<file path="config.mk">
export PLATFORM = sky130hd
export DESIGN_NAME = discard_timer_ctl
export DESIGN_NICKNAME = d
export VERILOG_FILES = /design/src/rtl/discard_timer_ctl.sv
export SDC_FILE = /design/constraint.sdc
export NUM_CORES = 1
export LEC_CHECK = 0
export BUFFER_PORTS_ARGS = -buffer_cell sky130_fd_sc_hd__buf_2
export CAP_MARGIN = 5
export CORE_MARGIN = 5
export CORE_UTILIZATION = 25
export CTS_BUF_LIST = sky130_fd_sc_hd__clkbuf_16
export DETAILED_ROUTE_END_ITERATION = 6
export GPL_TIMING_DRIVEN = 1
export PLACE_DENSITY_LB_ADDON = 0.3
export SLEW_MARGIN = 40
export SYNTH_ARGS = -nofsm -noshare
export SYNTH_HDL_FRONTEND = slang
export SYNTH_SLANG_ARGS = --single-unit
</file>
<file path="constraint.sdc">
create_clock -name clk -period 2.26 [get_ports clk]
set_input_delay 0.113 -clock clk [delete_from_list [all_inputs] [get_ports clk]]
set_output_delay 0.113 -clock clk [all_outputs]
set_load 0.1 [all_outputs]
</file>
<file path="src/rtl/discard_timer_ctl.sv">
module discard_timer_ctl #(
  parameter int          LONG_LOG2  = 15,
  parameter int          SHORT_LOG2 = 10,
  parameter logic [7:0]  REG_OFFSET = 8'h3E
) (
  input  logic        clk,
  input  logic        rst_n,
  input  logic [7:0]  reg_addr,
  input  logic        reg_wr,
  input  logic [15:0] reg_wdata,
  output logic [15:0] reg_rdata,
  input  logic        pri_start,
  input  logic        pri_claim,
  input  logic        pri_pcix,
  input  logic        sec_start,
  input  logic        sec_claim,
  input  logic        sec_pcix,
  output logic        pri_discard,
  output logic        sec_discard,
  output logic        serr_req
);
  localparam int CW = LONG_LOG2;
  localparam logic [CW-1:0] LONG_LAST  = CW'((64'd1 << LONG_LOG2) - 64'd1);
  localparam logic [CW-1:0] SHORT_LAST = CW'((64'd1 << SHORT_LOG2) - 64'd1);

  logic pri_sel_q, sec_sel_q, serr_en_q, status_q, serr_q;
  logic [1:0] disc_q, expire;

  wire       addr_hit = (reg_addr == REG_OFFSET);
  wire       wr_hit   = reg_wr && addr_hit;
  wire [1:0] start_v  = {sec_start, pri_start};
  wire [1:0] claim_v  = {sec_claim, pri_claim};
  wire [1:0] pcix_v   = {sec_pcix, pri_pcix};
  wire [1:0] sel_v    = {sec_sel_q, pri_sel_q};

  for (genvar s = 0; s < 2; s++) begin : g_side
    logic          run_q;
    logic [CW-1:0] cnt_q;

    assign expire[s] = run_q && !pcix_v[s] && !start_v[s] && !claim_v[s] && (cnt_q == '0);

    always_ff @(posedge clk) begin
      if (!rst_n) begin
        run_q <= 1'b0;
        cnt_q <= '0;
      end else if (pcix_v[s]) begin
        run_q <= 1'b0;
      end else if (start_v[s]) begin
        run_q <= 1'b1;
        cnt_q <= sel_v[s] ? SHORT_LAST : LONG_LAST;
      end else if (claim_v[s]) begin
        run_q <= 1'b0;
      end else if (run_q) begin
        if (cnt_q == '0) run_q <= 1'b0;
        else             cnt_q <= cnt_q - 1'b1;
      end
    end
  end

  always_ff @(posedge clk) begin
    if (!rst_n) begin
      pri_sel_q <= 1'b0;
      sec_sel_q <= 1'b0;
      serr_en_q <= 1'b0;
      status_q  <= 1'b0;
      serr_q    <= 1'b0;
      disc_q    <= '0;
    end else begin
      if (wr_hit) begin
        pri_sel_q <= reg_wdata[8];
        sec_sel_q <= reg_wdata[9];
        serr_en_q <= reg_wdata[11];
      end
      status_q <= (|expire) || (status_q && !(wr_hit && reg_wdata[10]));
      serr_q   <= (|expire) && serr_en_q;
      disc_q   <= expire;
    end
  end

  assign reg_rdata   = addr_hit ? {4'b0, serr_en_q, status_q, sec_sel_q, pri_sel_q, 8'b0} : 16'h0000;
  assign pri_discard = disc_q[0];
  assign sec_discard = disc_q[1];
  assign serr_req    = serr_q;
endmodule

</file>
# == Yosys cells after proc, flatten, opt, wreduce, memory -nomap -nowiden ==
# Cells that the tools add are included.
# totals
ff_bits,39
input_bits,33
output_inout_bits,19
wordCells,68
# op_classes
n_addsub,2
eq_ne,5
muxes,19
bitwise_logic,3
reduce_logical,29
# op_table
op,count
two-way mux 15 bit,10
zero test 15 bit,2
"subtractor 15 x 1 -> 15 bit, second input constant",2
logical AND 1 bit,12
two-way mux 12 bit,1
"equality test 8 x 6 -> 1 bit, second input constant",1
two-way mux 1 bit,8
"inequality test 2 bit, second input constant",4
AND reduction 4 bit,2
zero test 1 bit,7
OR reduction 2 bit,3
nonzero test 2 bit,2
inverter 1 bit,3
logical OR 1 bit,1

# == Depth between registers and ports, before layout ==
# logic_depth
word_depth,7
mapped_depth,8
mapped_depth_nobuf,7

# == Least setup slack after synthesis ==
# OpenSTA, ideal clock, no wires.
# synth_path
path_type,reg2reg
startpoint,register g_side[0].cnt_q[0]
endpoint,register g_side[0].cnt_q[6]
setup_time_ps,115
t_arrival_ps,1857
t_required_ps,2145
setup_slack_ps,288
stages_incl_launch_ff,9
path_buffers,1
synth_period_minus_slack_ps,1972
cell_sequence,dfxtp_1 inv_1 ha_1 or3b_1 nor4_4 o31a_2 buf_6 a21oi_1 o21a_1
# synth_between
elab_chain_len,5
elab_cells_between_ends,8
cone_classes,add/sub (1); eq/ne (1); mux (4); reduce/logical (2)
# synth_rtl
item,line_no,text
start: declaration,38,logic [CW-1:0] cnt_q;
start signal: assignment,50,cnt_q <= sel_v[s] ? SHORT_LAST : LONG_LAST;
start signal: assignment,55,else cnt_q <= cnt_q - 1'b1;
subtractor 15 x 1 -> 15 bit,55,
two-way mux 15 bit,54,if (cnt_q == '0) run_q <= 1'b0;
two-way mux 15 bit,53,end else if (run_q) begin
two-way mux 15 bit,51,end else if (claim_v[s]) begin
two-way mux 15 bit,48,end else if (start_v[s]) begin
# Several ways; a longest one is shown, not always the timed one. The select of a mux whose other input is x is not followed.
# A chain may end at the register's enable or synchronous reset.

# == Final worst setup path ==
# layout_path
startpoint,register g_side[0].cnt_q[1]
endpoint,register g_side[0].cnt_q[11]
# The elaborated chain is that of the path after synthesis.

==> impl_metrics.toml <==
[route]
drt-total-wl_um = 5570
number_of_design_rule_violations_left_after_detail_routing = 0
dr_total_vias = 2119
via_density = 5.00
detailedRoute.firstIterationViolations = 68
antenna_violating_nets_post_route = 0
wl_per_cell_um = 13.1
detailed_routing_iterations_pass_1 = 4

[die]
die_width_um = 104
io_pins = 52
core_area_um2 = 8720
die_extent_in_y_um = 104
core.rowCount = 34
floorplan.initialDensity_pct = 25.6
die_area_um2 = 10900

[global_routing]
grt_pass1_wl_um = 9800
antenna_found_initial = 0
grt_start_max_net_pins = 18
global_route.usage.total_pct = 10.6
overall_overflow_remaining_after_global_route = 0
via_count_of_the_first_global_routing_pass = 2014

[yosys]
synthesis.area_um2 = 2230
ys_seq_area_share_pct = 35.0
asyncSetResetFlopFracSynth_pct = 0
synth_cell_types = 55
post_synth.cell_area_avg_um2 = 7.94
synth_enable_flop_cells = 0
synth-seq-cells = 39
dominantRegCellSynth = "dfxtp_1"
synthCells = 281
yosysWarningCount = 0

[clock_network]
insertion_delay_ns = 0.28
clock_sink_count = 39
cts-buffers-inserted = 5
clock_transition_at_the_register_clock_pins_on_the_worst_setup_and_hold_paths_after_cts_ns = 0.06
cts_repair_resize_count = 0
cts_hold_buffers = 0
total_number_of_h_tree_levels = 2
cts_setup_buffers = 0
cts_tree = "yes"
cts_max_path_buffers = 2
cts-root-buf = "clkbuf_16"

[setup_path]
worstPathRequired_ns = 2.47
worst_path_largest_cell_delay_ns = 0.41
path_max_fanout = 8
timing.critical_path.from_type = "register"
worst-setup-path-type = "register to register"
cp_cell_sequence = "inv_1, ha_1, or3b_1, nor4_4, o31a_2, buf_4, o21ai_1, a21oi_1"
arrival_ns = 2.28
cp_slowest_cell = "or3b_1"
critical_path.endpoint_type = "register"

[power]
clkPwrFrac_pct = 41.7
p_int_w = 0.00152
pwr_density_cell_nw_per_um2 = 804
worst_ir_drop_vdd_uv = 313
static-leakage-power_nw = 1.06
switchingPower_w = 0.000630
seq_power_share_pct = 36.5
share_comb_of_total_power_pct = 21.8
power.switching_fraction_pct = 29.3

[timing]
hold_viol = 0
maxClockFrequency_mhz = 483
worst_pin_slew_ns = 0.502
final_min_period_over_clock_period_pct = 91.6
setup-violations-final = 0
worst_clock_skew_ns = 0.00494
finalWorstPathRequiredPeriod_ns = 2.07
grt_setup_unrepaired = "no"
drv_slew = 0
maxSlewHeadroom_pct = 66.4
setup_total_negative_slack_ns = 0

[placed_design]
finalWeightedCongestion = 0.798
io_port_bufs = 27
place.detailed.hpwl_um = 4110

[layout]
nets = 350
diodes = 0
post-route-util_pct = 30.7
final_layout_size_suffix_gt1_share_pct = 19.9
area_growth_syn_to_layout_pct = 20.0

[outcome]
run_status = "finished, final reports clean"

[job]
max_cap_viol_count = 0

[min_path]
min-delay-path-class = "input port to register"
## cells in the final DEF (no fill, tap or decap), drive strengths merged, types with 11 or more instances in the layout
master  synthesis  routed
conb            1      12
dfxtp          39      39
inv            12      13
o21ai          17      17
nand3          11      11
a21oi          26      26
nor2           31      31
buf            15      38
nand2          16      16
nor3           14      14
## state kept, by name (all words and copies together) (netlist names)
signal and cells:
disc_q 2, g_side.cnt_q 30, g_side.run_q 2, pri_sel_q 1, sec_sel_q 1, serr_en_q 1, serr_req 1, status_q 1
## kinds of logic (layout without fill, tap and decap cells)
kind of cell / Yosys count / after routing / synth area share (%)
and+or+nand+nor: 118 / 118 / 29.8
AOI/OAI and AO/OA: 86 / 86 / 25.1
DFF: 39 / 39 / 35.0
buffers and inverters: 34 / 58 / 8.19
adders and majority gates: 2 / 2 / 1.12
other: 1 / 12 / 0.168
muxes: 1 / 1 / 0.673
## stage by stage
stage / power (W) / setup slack (ns) / cells / area (um^2) / hold slack (ns)
final: 0.00215 / 0.190 / 424 / 2680 / 0.0846
after global placement: 0.00126 / 0.227 / 416 / 2490 / 0.376
after global routing: 0.00227 / 0.00779 / 424 / 2680 / 0.0941
after detailed placement: 0.00127 / 0.221 / 416 / 2490 / 0.381
after floorplan: 0.00117 / 0.288 / 292 / 2270 / 0.260
after CTS: 0.00218 / 0.201 / 424 / 2680 / 0.0838
## synthesized netlist by cell type, types with 2 or more instances
| master | count | share of area (%) |
|---|---|---|
| nand4_1 | 3 | 0.84 |
| nand3_1 | 11 | 2.5 |
| and3_1 | 3 | 0.84 |
| nor4_1 | 6 | 1.7 |
| or4_4 | 3 | 1.5 |
| o21a_1 | 7 | 2.4 |
| clkbuf_1 | 7 | 1.2 |
| nand2b_1 | 5 | 1.4 |
| nor3_1 | 12 | 2.7 |
| o21ai_1 | 2 | 0.45 |
| buf_2 | 2 | 0.45 |
| a21oi_1 | 26 | 5.8 |
| ha_1 | 2 | 1.1 |
| nor3b_1 | 2 | 0.67 |
| dfxtp_1 | 39 | 35 |
| and2_1 | 4 | 1.1 |
| buf_4 | 12 | 4.0 |
| inv_1 | 12 | 2.0 |
| nor2b_1 | 3 | 0.84 |
| a31oi_1 | 10 | 2.8 |
| o21ai_0 | 14 | 3.1 |
| o31a_2 | 2 | 0.90 |
| nand2_1 | 16 | 2.7 |
| o211ai_1 | 3 | 1.0 |
| nor2_1 | 31 | 5.2 |
| a311oi_1 | 8 | 3.1 |
| or3_1 | 5 | 1.4 |
| or2_2 | 2 | 0.56 |
| a21o_1 | 3 | 1.0 |
## layer usage
metal	GRT usage, %	vias to the layer above	share of wire (%)
li1	-	1080	-
met1	13.8	995	48
met2	17.0	40	47
met3	2.48	4	4.2
met4	3.70	0	1.1
met5	0	-	0
## worst max-delay path: cells and delay by family (launching register included)
family	cells	cell delay [ns]
simple gates	2	0.74
buf+inv	2	0.25
fa+ha+maj	1	0.17
compound gates	3	0.50
flops	1	0.35
## worst paths after layout
kind | start | to | slack [ns] | cells past startpoint
min reg2reg | serr_en_q$_SDFFE_PN0P_ | serr_en_q$_SDFFE_PN0P_ | 0.47 | 2
max | g_side[0].cnt_q[1]$_SDFFE_PN0P_ | g_side[0].cnt_q[11]$_SDFFE_PN0P_ | 0.19 | 8
min | reg_wdata[9] | sec_sel_q$_SDFFE_PN0P_ | 0.08 | 3
max reg2reg | g_side[0].cnt_q[1]$_SDFFE_PN0P_ | g_side[0].cnt_q[11]$_SDFFE_PN0P_ | 0.19 | 8
## area by class of cell
type	instances	area (um^2)
fill	926	6040
tap	108	135
clock buffer	5	125
multi-input combinational	219	1310
clock inverter	3	63.8
timing repair buffer	38	218
inverter	12	45.0
sequential	39	781
## power groups by stage
stage	Clock (W)	Combinational, W	Sequential, W
final	0.000897	0.000470	0.000785
after CTS	0.000925	0.000470	0.000783
after detailed placement	0	0.000468	0.000798
after global placement	0	0.000465	0.000798
after global routing	0.000954	0.000523	0.000792
after floorplan	0	0.000384	0.000787
Power figures use the tool's default switching activity.
